--- src/rtl/rfx_pkg.sv ---
package rfx_pkg;

    localparam int unsigned INSTR_W    = 32;
    localparam int unsigned FUNC_W     = 6;
    localparam int unsigned IDX_W      = 5;
    localparam int unsigned SHAMT_W    = 5;
    localparam int unsigned FUNC_LSB   = 0;
    localparam int unsigned SHAMT_LSB  = 6;
    localparam int unsigned DEST_LSB   = 11;

    // function codes whose values the decoder must honour
    localparam logic [FUNC_W-1:0] FN_SLL  = 6'd0;
    localparam logic [FUNC_W-1:0] FN_SRL  = 6'd2;
    localparam logic [FUNC_W-1:0] FN_SRA  = 6'd3;
    localparam logic [FUNC_W-1:0] FN_SLLV = 6'd4;
    localparam logic [FUNC_W-1:0] FN_SRLV = 6'd6;
    localparam logic [FUNC_W-1:0] FN_SRAV = 6'd7;
    localparam logic [FUNC_W-1:0] FN_ADD  = 6'd32;
    localparam logic [FUNC_W-1:0] FN_ADDU = 6'd33;
    localparam logic [FUNC_W-1:0] FN_SUBU = 6'd35;
    localparam logic [FUNC_W-1:0] FN_AND  = 6'd36;
    localparam logic [FUNC_W-1:0] FN_OR   = 6'd37;
    localparam logic [FUNC_W-1:0] FN_XOR  = 6'd38;
    localparam logic [FUNC_W-1:0] FN_NOR  = 6'd39;
    localparam logic [FUNC_W-1:0] FN_SLT  = 6'd42;
    localparam logic [FUNC_W-1:0] FN_SLTU = 6'd43;

    typedef enum logic [3:0] {
        OP_NONE,
        OP_SHL,
        OP_SHR_LOG,
        OP_SHR_ARI,
        OP_ADD,
        OP_SUB,
        OP_AND,
        OP_OR,
        OP_XOR,
        OP_NOR,
        OP_LT_S,
        OP_LT_U
    } op_e;

    typedef enum logic {
        AMT_FIELD,
        AMT_REG
    } amt_src_e;

    typedef struct packed {
        op_e      op;
        amt_src_e amt_src;
        logic     is_shift;
        logic     illegal;
    } dec_t;

    typedef enum logic {
        OUT_IDLE,
        OUT_LIVE
    } out_state_e;

endpackage

--- src/rtl/rfx_decoder.sv ---
module rfx_decoder
    import rfx_pkg::*;
(
    input  logic [FUNC_W-1:0] func,
    output dec_t              dec
);

    always_comb begin
        dec = '{op: OP_NONE, amt_src: AMT_FIELD, is_shift: 1'b0, illegal: 1'b1};
        unique case (func)
            FN_SLL:  dec = '{op: OP_SHL,     amt_src: AMT_FIELD, is_shift: 1'b1, illegal: 1'b0};
            FN_SRL:  dec = '{op: OP_SHR_LOG, amt_src: AMT_FIELD, is_shift: 1'b1, illegal: 1'b0};
            FN_SRA:  dec = '{op: OP_SHR_ARI, amt_src: AMT_FIELD, is_shift: 1'b1, illegal: 1'b0};
            FN_SLLV: dec = '{op: OP_SHL,     amt_src: AMT_REG,   is_shift: 1'b1, illegal: 1'b0};
            FN_SRLV: dec = '{op: OP_SHR_LOG, amt_src: AMT_REG,   is_shift: 1'b1, illegal: 1'b0};
            FN_SRAV: dec = '{op: OP_SHR_ARI, amt_src: AMT_REG,   is_shift: 1'b1, illegal: 1'b0};
            FN_ADD,
            FN_ADDU: dec = '{op: OP_ADD,     amt_src: AMT_FIELD, is_shift: 1'b0, illegal: 1'b0};
            FN_SUBU: dec = '{op: OP_SUB,     amt_src: AMT_FIELD, is_shift: 1'b0, illegal: 1'b0};
            FN_AND:  dec = '{op: OP_AND,     amt_src: AMT_FIELD, is_shift: 1'b0, illegal: 1'b0};
            FN_OR:   dec = '{op: OP_OR,      amt_src: AMT_FIELD, is_shift: 1'b0, illegal: 1'b0};
            FN_XOR:  dec = '{op: OP_XOR,     amt_src: AMT_FIELD, is_shift: 1'b0, illegal: 1'b0};
            FN_NOR:  dec = '{op: OP_NOR,     amt_src: AMT_FIELD, is_shift: 1'b0, illegal: 1'b0};
            FN_SLT:  dec = '{op: OP_LT_S,    amt_src: AMT_FIELD, is_shift: 1'b0, illegal: 1'b0};
            FN_SLTU: dec = '{op: OP_LT_U,    amt_src: AMT_FIELD, is_shift: 1'b0, illegal: 1'b0};
            default: dec = '{op: OP_NONE,    amt_src: AMT_FIELD, is_shift: 1'b0, illegal: 1'b1};
        endcase
    end

endmodule

--- src/rtl/rfx_shifter.sv ---
// Logarithmic right shifter; left shifts reuse it by bit reversal.
module rfx_shifter #(
    parameter int unsigned W  = 32,
    parameter int unsigned SW = $clog2(W)
) (
    input  logic [W-1:0]  din,
    input  logic [SW-1:0] amt,
    input  logic          dir_left,
    input  logic          arith,
    output logic [W-1:0]  dout
);

    logic [W-1:0] din_rev;
    logic [W-1:0] core_in;
    logic [W-1:0] core_out;
    logic [W-1:0] core_rev;
    logic [W-1:0] stage [0:SW];
    logic         fill;

    for (genvar i = 0; i < W; i++) begin : g_rev
        assign din_rev[i]  = din[W-1-i];
        assign core_rev[i] = core_out[W-1-i];
    end

    assign core_in  = dir_left ? din_rev : din;
    assign fill     = arith && !dir_left && din[W-1];
    assign stage[0] = core_in;

    for (genvar s = 0; s < SW; s++) begin : g_stage
        localparam int unsigned STEP = 1 << s;
        assign stage[s+1] = amt[s] ? {{STEP{fill}}, stage[s][W-1:STEP]} : stage[s];
    end

    assign core_out = stage[SW];
    assign dout     = dir_left ? core_rev : core_out;

endmodule

--- src/rtl/rfx_alu.sv ---
// Shared adder serves add and subtract; signed compare derives from unsigned.
module rfx_alu
    import rfx_pkg::*;
#(
    parameter int unsigned W = 32
) (
    input  logic [W-1:0] a,
    input  logic [W-1:0] b,
    input  op_e          op,
    output logic [W-1:0] res
);

    logic         do_sub;
    logic [W-1:0] b_eff;
    logic [W-1:0] sum;
    logic         lt_u;
    logic         lt_s;

    assign do_sub = (op == OP_SUB);
    assign b_eff  = do_sub ? ~b : b;
    assign sum    = a + b_eff + {{(W-1){1'b0}}, do_sub};
    assign lt_u   = (a < b);
    assign lt_s   = (a[W-1] != b[W-1]) ? a[W-1] : lt_u;

    always_comb begin
        res = '0;
        unique case (op)
            OP_ADD,
            OP_SUB:  res = sum;
            OP_AND:  res = a & b;
            OP_OR:   res = a | b;
            OP_XOR:  res = a ^ b;
            OP_NOR:  res = ~(a | b);
            OP_LT_S: res = {{(W-1){1'b0}}, lt_s};
            OP_LT_U: res = {{(W-1){1'b0}}, lt_u};
            default: res = '0;
        endcase
    end

endmodule

--- src/rtl/rfx_exec_unit.sv ---
module rfx_exec_unit
    import rfx_pkg::*;
#(
    parameter int unsigned XLEN = 32
) (
    input  logic               clk,
    input  logic               rst_n,
    input  logic               in_valid,
    input  logic [INSTR_W-1:0] instr,
    input  logic [XLEN-1:0]    opnd_a,
    input  logic [XLEN-1:0]    opnd_b,
    output logic               out_valid,
    output logic [XLEN-1:0]    result,
    output logic [IDX_W-1:0]   dest_idx,
    output logic               wr_en,
    output logic               illegal
);

    localparam int unsigned SHW = $clog2(XLEN);

    dec_t             dec;
    logic [FUNC_W-1:0] func;
    logic [IDX_W-1:0]  rd;
    logic [SHW-1:0]    amt_field;
    logic [SHW-1:0]    amt;
    logic [XLEN-1:0]   shift_res;
    logic [XLEN-1:0]   alu_res;
    logic [XLEN-1:0]   exec_res;
    out_state_e        state_q;
    out_state_e        state_d;
    logic              unused_fields;

    assign func          = instr[FUNC_LSB +: FUNC_W];
    assign rd            = instr[DEST_LSB +: IDX_W];
    assign amt_field     = SHW'(instr[SHAMT_LSB +: SHAMT_W]);
    assign unused_fields = ^instr[INSTR_W-1:DEST_LSB+IDX_W];

    rfx_decoder u_dec (
        .func (func),
        .dec  (dec)
    );

    assign amt = (dec.amt_src == AMT_REG) ? opnd_a[SHW-1:0] : amt_field;

    rfx_shifter #(
        .W  (XLEN),
        .SW (SHW)
    ) u_shift (
        .din      (opnd_b),
        .amt      (amt),
        .dir_left (dec.op == OP_SHL),
        .arith    (dec.op == OP_SHR_ARI),
        .dout     (shift_res)
    );

    rfx_alu #(
        .W (XLEN)
    ) u_alu (
        .a   (opnd_a),
        .b   (opnd_b),
        .op  (dec.op),
        .res (alu_res)
    );

    always_comb begin
        if (dec.illegal) begin
            exec_res = '0;
        end else if (dec.is_shift) begin
            exec_res = shift_res;
        end else begin
            exec_res = alu_res;
        end
    end

    // next-state logic: issue enters OUT_LIVE, an empty cycle drains to OUT_IDLE
    always_comb begin
        state_d = state_q;
        unique case (state_q)
            OUT_IDLE: state_d = in_valid ? OUT_LIVE : OUT_IDLE;
            OUT_LIVE: state_d = in_valid ? OUT_LIVE : OUT_IDLE;
            default:  state_d = OUT_IDLE;
        endcase
    end

    always_ff @(posedge clk or negedge rst_n) begin
        if (!rst_n) begin
            state_q <= OUT_IDLE;
        end else begin
            state_q <= state_d;
        end
    end

    always_ff @(posedge clk or negedge rst_n) begin
        if (!rst_n) begin
            result   <= '0;
            dest_idx <= '0;
            wr_en    <= 1'b0;
            illegal  <= 1'b0;
        end else if (in_valid) begin
            result   <= exec_res;
            dest_idx <= rd;
            wr_en    <= !dec.illegal && (rd != '0);
            illegal  <= dec.illegal;
        end else begin
            wr_en    <= 1'b0;
            illegal  <= 1'b0;
        end
    end

    assign out_valid = (state_q == OUT_LIVE);

endmodule

--- config.mk ---
export PLATFORM = sky130hd
export DESIGN_NAME = rfx_exec_unit
export DESIGN_NICKNAME = d
export VERILOG_FILES = /design/src/rtl/rfx_pkg.sv /design/src/rtl/rfx_decoder.sv /design/src/rtl/rfx_shifter.sv /design/src/rtl/rfx_alu.sv /design/src/rtl/rfx_exec_unit.sv
export SDC_FILE = /design/constraint.sdc
export NUM_CORES = 1
export LEC_CHECK = 0
export ABC_CLOCK_PERIOD_IN_PS = 1840
export BUFFER_PORTS_ARGS = -buffer_cell sky130_fd_sc_hd__buf_2
export CAP_MARGIN = 20
export CORE_MARGIN = 2
export CORE_UTILIZATION = 25
export CTS_CLUSTER_SIZE = 20
export DETAILED_ROUTE_END_ITERATION = 12
export GPL_TIMING_DRIVEN = 0
export PLACE_DENSITY_LB_ADDON = 0.25
export SYNTH_ARGS = -nofsm -noshare
export SYNTH_HDL_FRONTEND = slang
export SYNTH_SLANG_ARGS = --single-unit
--- constraint.sdc ---
create_clock -name clk -period 1.84 [get_ports clk]
set_input_delay 0.184 -clock clk [delete_from_list [all_inputs] [get_ports clk]]
set_output_delay 0.184 -clock clk [all_outputs]
set_load 0.005 [all_outputs]
==> flow_summary.yaml <==
grt:
  antenna_found_initial: 0
  grt.overflow.total: 0
  grt_pass1_vias: 12450
  grt_pass1_wl_mm: 84.04
  grtUsageTotal: 0.2742
  grt_max_degree: 41
worst_setup_path:
  critical_path.max_fanout: 6
  required_ns: 2.00
  critPathMaxStageDelay_ns: 0.40
  crit_buf_inv: 8
  critical_path_arrival_ns: 3.91
  path_class: "in -> reg"
  crit_slowest_cell: "a221o_1"
  endpoint_kind: "flip-flop"
  crit_chain: "buf_12, inv_8, ha_4, nor4b_4, o211a_4, clkbuf_16, buf_12, xnor2_4, buf_4, buf_4, ha_4, a21o_1, a21o_1, a221o_1, a211oi_4, buf_6, nand2_4, a21oi_4, buf_6, o21bai_4, mux2i_4, o22ai_2, a22oi_2"
  worstSetupStartpointType: "primary input"
  crit_family: "compound AO/OA/AOI/OAI gates"
cts:
  htreeDepth: 2
  cts_tree: "done"
  cts-root-buf: "clkbuf_16"
  cts_hold_buf: 0
  clk-insertion-delay-late_ns: 0.28
  path_clk_slew_ns: 0.06
  cts.sinks: 40
  cts_max_path_buffers: 2
  cts_buffers: 5
place:
  dpl_worst_slack_ns: -2.754
  port_buffers: 122
  gp_congestion: 1.010
  hpwl_mm: 46.00
synthesis:
  synth.cell_area_um2: 9945
  syn_nets: 1649
  synth_edf_count: 0
  seq_area_frac_synth: 0.1007
  async_flop_share: 1.000
  ys.flop_type: "dfrtp_1"
  yosysUniqueCellTypes: 83
  synthCells: 1412
  avgSynthCellArea_um2: 7.043
  ys.warnings.count: 0
  synth-seq-cells: 40
detailed_routing:
  vias_per_cell: 5.914
  ant_nets: 0
  vias: 12810
  drc: 0
  wl_per_cell_um: 27.18
  drt_pass1_iterations: 5
  wirelength_mm: 58.87
  drt_iter0_markers: 1372
timing:
  finalSetupTns_ns: -53.17
  rsz0062_at_grt: "true"
  setup_ws_ns: -1.911
  min_period_ns: 3.751
  skew_ns: 0
  maxSlewHeadroom: 0.3505
  setup_violations: 33
  worst_pin_slew_ns: 0.9743
  timing_hold_violations_final: 0
  slew_viol_final: 0
  min_period_over_period: 2.038
  clock.fmax_mhz: 266.6
pwr:
  vdd_drop_max_mv: 0.4416
  power.density_nw_per_um2: 418.6
  power_leakage_nw: 6.102
cells_and_area:
  final_common_cell: "buf_2"
  mostFrequentLayoutCells: "133 x buf_2, 126 x a21oi_1, 126 x ha_1"
  diodes: 0
  drive_gt1_frac: 0.3534
  nNetsFinal: 1878
  syn2layout_area_growth_pct: 45.80
flow_run:
  cap_violations: 0
worst_hold_path:
  hp-class: "in -> reg"
die:
  die_h_um: 203.4
  ioPinCount: 139
  dieWidth_um: 203.4
  dieArea_um2: 41390
  start_util: 0.2520
  core_area_um2: 39460
  rows: 73
run_status:
  violations: "setup timing"
  outcome: "finished, violations left"
==> synthesized netlist by cell type (9+ instances only) <==
cell,count,share of area
o32ai_1,13,0.011
o221ai_1,14,0.012
a21oi_1,160,0.081
o21ai_0,122,0.061
inv_1,96,0.036
dfrtp_1,40,0.10
xor2_1,11,0.0097
and2_1,10,0.0063
o2bb2ai_1,9,0.0079
nor3_1,32,0.016
a221oi_1,27,0.024
o211ai_1,22,0.017
nand4_1,15,0.0094
o21bai_1,9,0.0068
o311ai_0,9,0.0079
a21o_1,23,0.017
o22ai_1,29,0.018
a211oi_1,24,0.018
ha_1,137,0.17
clkbuf_1,55,0.021
nand2_1,126,0.048
xnor2_1,44,0.039
o21a_1,14,0.011
buf_2,18,0.0091
nor2b_1,13,0.0082
nand3_1,38,0.019
mux2_2,10,0.011
mux2i_1,23,0.023
o31ai_1,9,0.0068
nor4_1,11,0.0069
a31oi_1,15,0.0094
nor2_1,106,0.040
==> power by group <==
part,internal (mW),switching (mW)
clock,0.493,0.361
sequential,0.921,0.0237
combinational,1.63,2.64
total,3.04,3.03
==> area by class of cell <==
cell class,instances,area (µm²)
Buffer,85,626.9
Tap cell,525,656.9
Sequential cell,40,1001
Clock inverter,2,12.51
Fill cell,4220,24960
Multi-Input combinational cell,1186,10090
Timing Repair Buffer,227,1600
Clock buffer,5,125.1
Inverter,96,382.9
==> flip-flops by register name, indices dropped and copies added (netlist names) <==
register and flops:
dest_idx 5, result 32, wr_en 1, illegal 1, out_valid 1
==> cell families (layout without fill, tap and decap cells) <==
kind of cell / count (synthesis) / after routing / share of synthesized area
compound gates: 566 / 566 / 0.3713
simple gates: 390 / 390 / 0.1848
buf+inv: 186 / 415 / 0.07776
fa+ha+maj: 138 / 138 / 0.1744
xor+xnor: 55 / 55 / 0.04844
flops: 40 / 40 / 0.1007
mux: 37 / 37 / 0.04265
==> layer usage <==
| metal | part of all wire | global-route usage | vias up |
|---|---|---|---|
| met3 | 0.089 | 0.04746 | 137 |
| met2 | 0.44 | 0.4220 | 680 |
| met5 | 0 | 0 | - |
| met4 | 0.057 | 0.1494 | 0 |
| li1 | - | - | 5729 |
| met1 | 0.41 | 0.3637 | 6264 |
==> metrics by stage <==
stage / hold WS (ns) / area [µm²] / total power [mW] / util / std cells
finish: 0.01903 / 14500 / 6.069 / 0.3675 / 2166
floorplan: -0.1116 / 10430 / 2.915 / - / 1412
detailed placement: 0.3110 / 11710 / 4.131 / 0.2967 / 2061
global route: 0.03151 / 14500 / 6.341 / 0.3675 / 2166
CTS: 0.01967 / 13690 / 5.649 / 0.3470 / 2138
global placement: 0.3062 / 11690 / 4.132 / 0.2964 / 2059
==> worst paths after layout <==
| path | startpoint | end | slack, ns | cells after the start |
|---|---|---|---|---|
| min in group asynchronous | rst_n | dest_idx[1] | 0.04 | 1 |
| worst max register to register | result[30] | result[30] | 0.11 | 7 |
| worst min register to register | result[8] | result[8] | 0.49 | 2 |
| worst max-delay path | instr[0] | result[25] | -1.91 | 23 |
| max in group asynchronous | rst_n | result[16] | 1.21 | 1 |
| worst min-delay path | in_valid | out_valid | 0.02 | 1 |
==> repair_timing <==
action	in CTS	in global routing
endpoints found under the setup margin	33	33
resized for setup	278	130
pin swaps	89	77
buffers inserted	74	32
gates cloned	1	0
No activity file was read; power rests on OpenSTA's default activity.
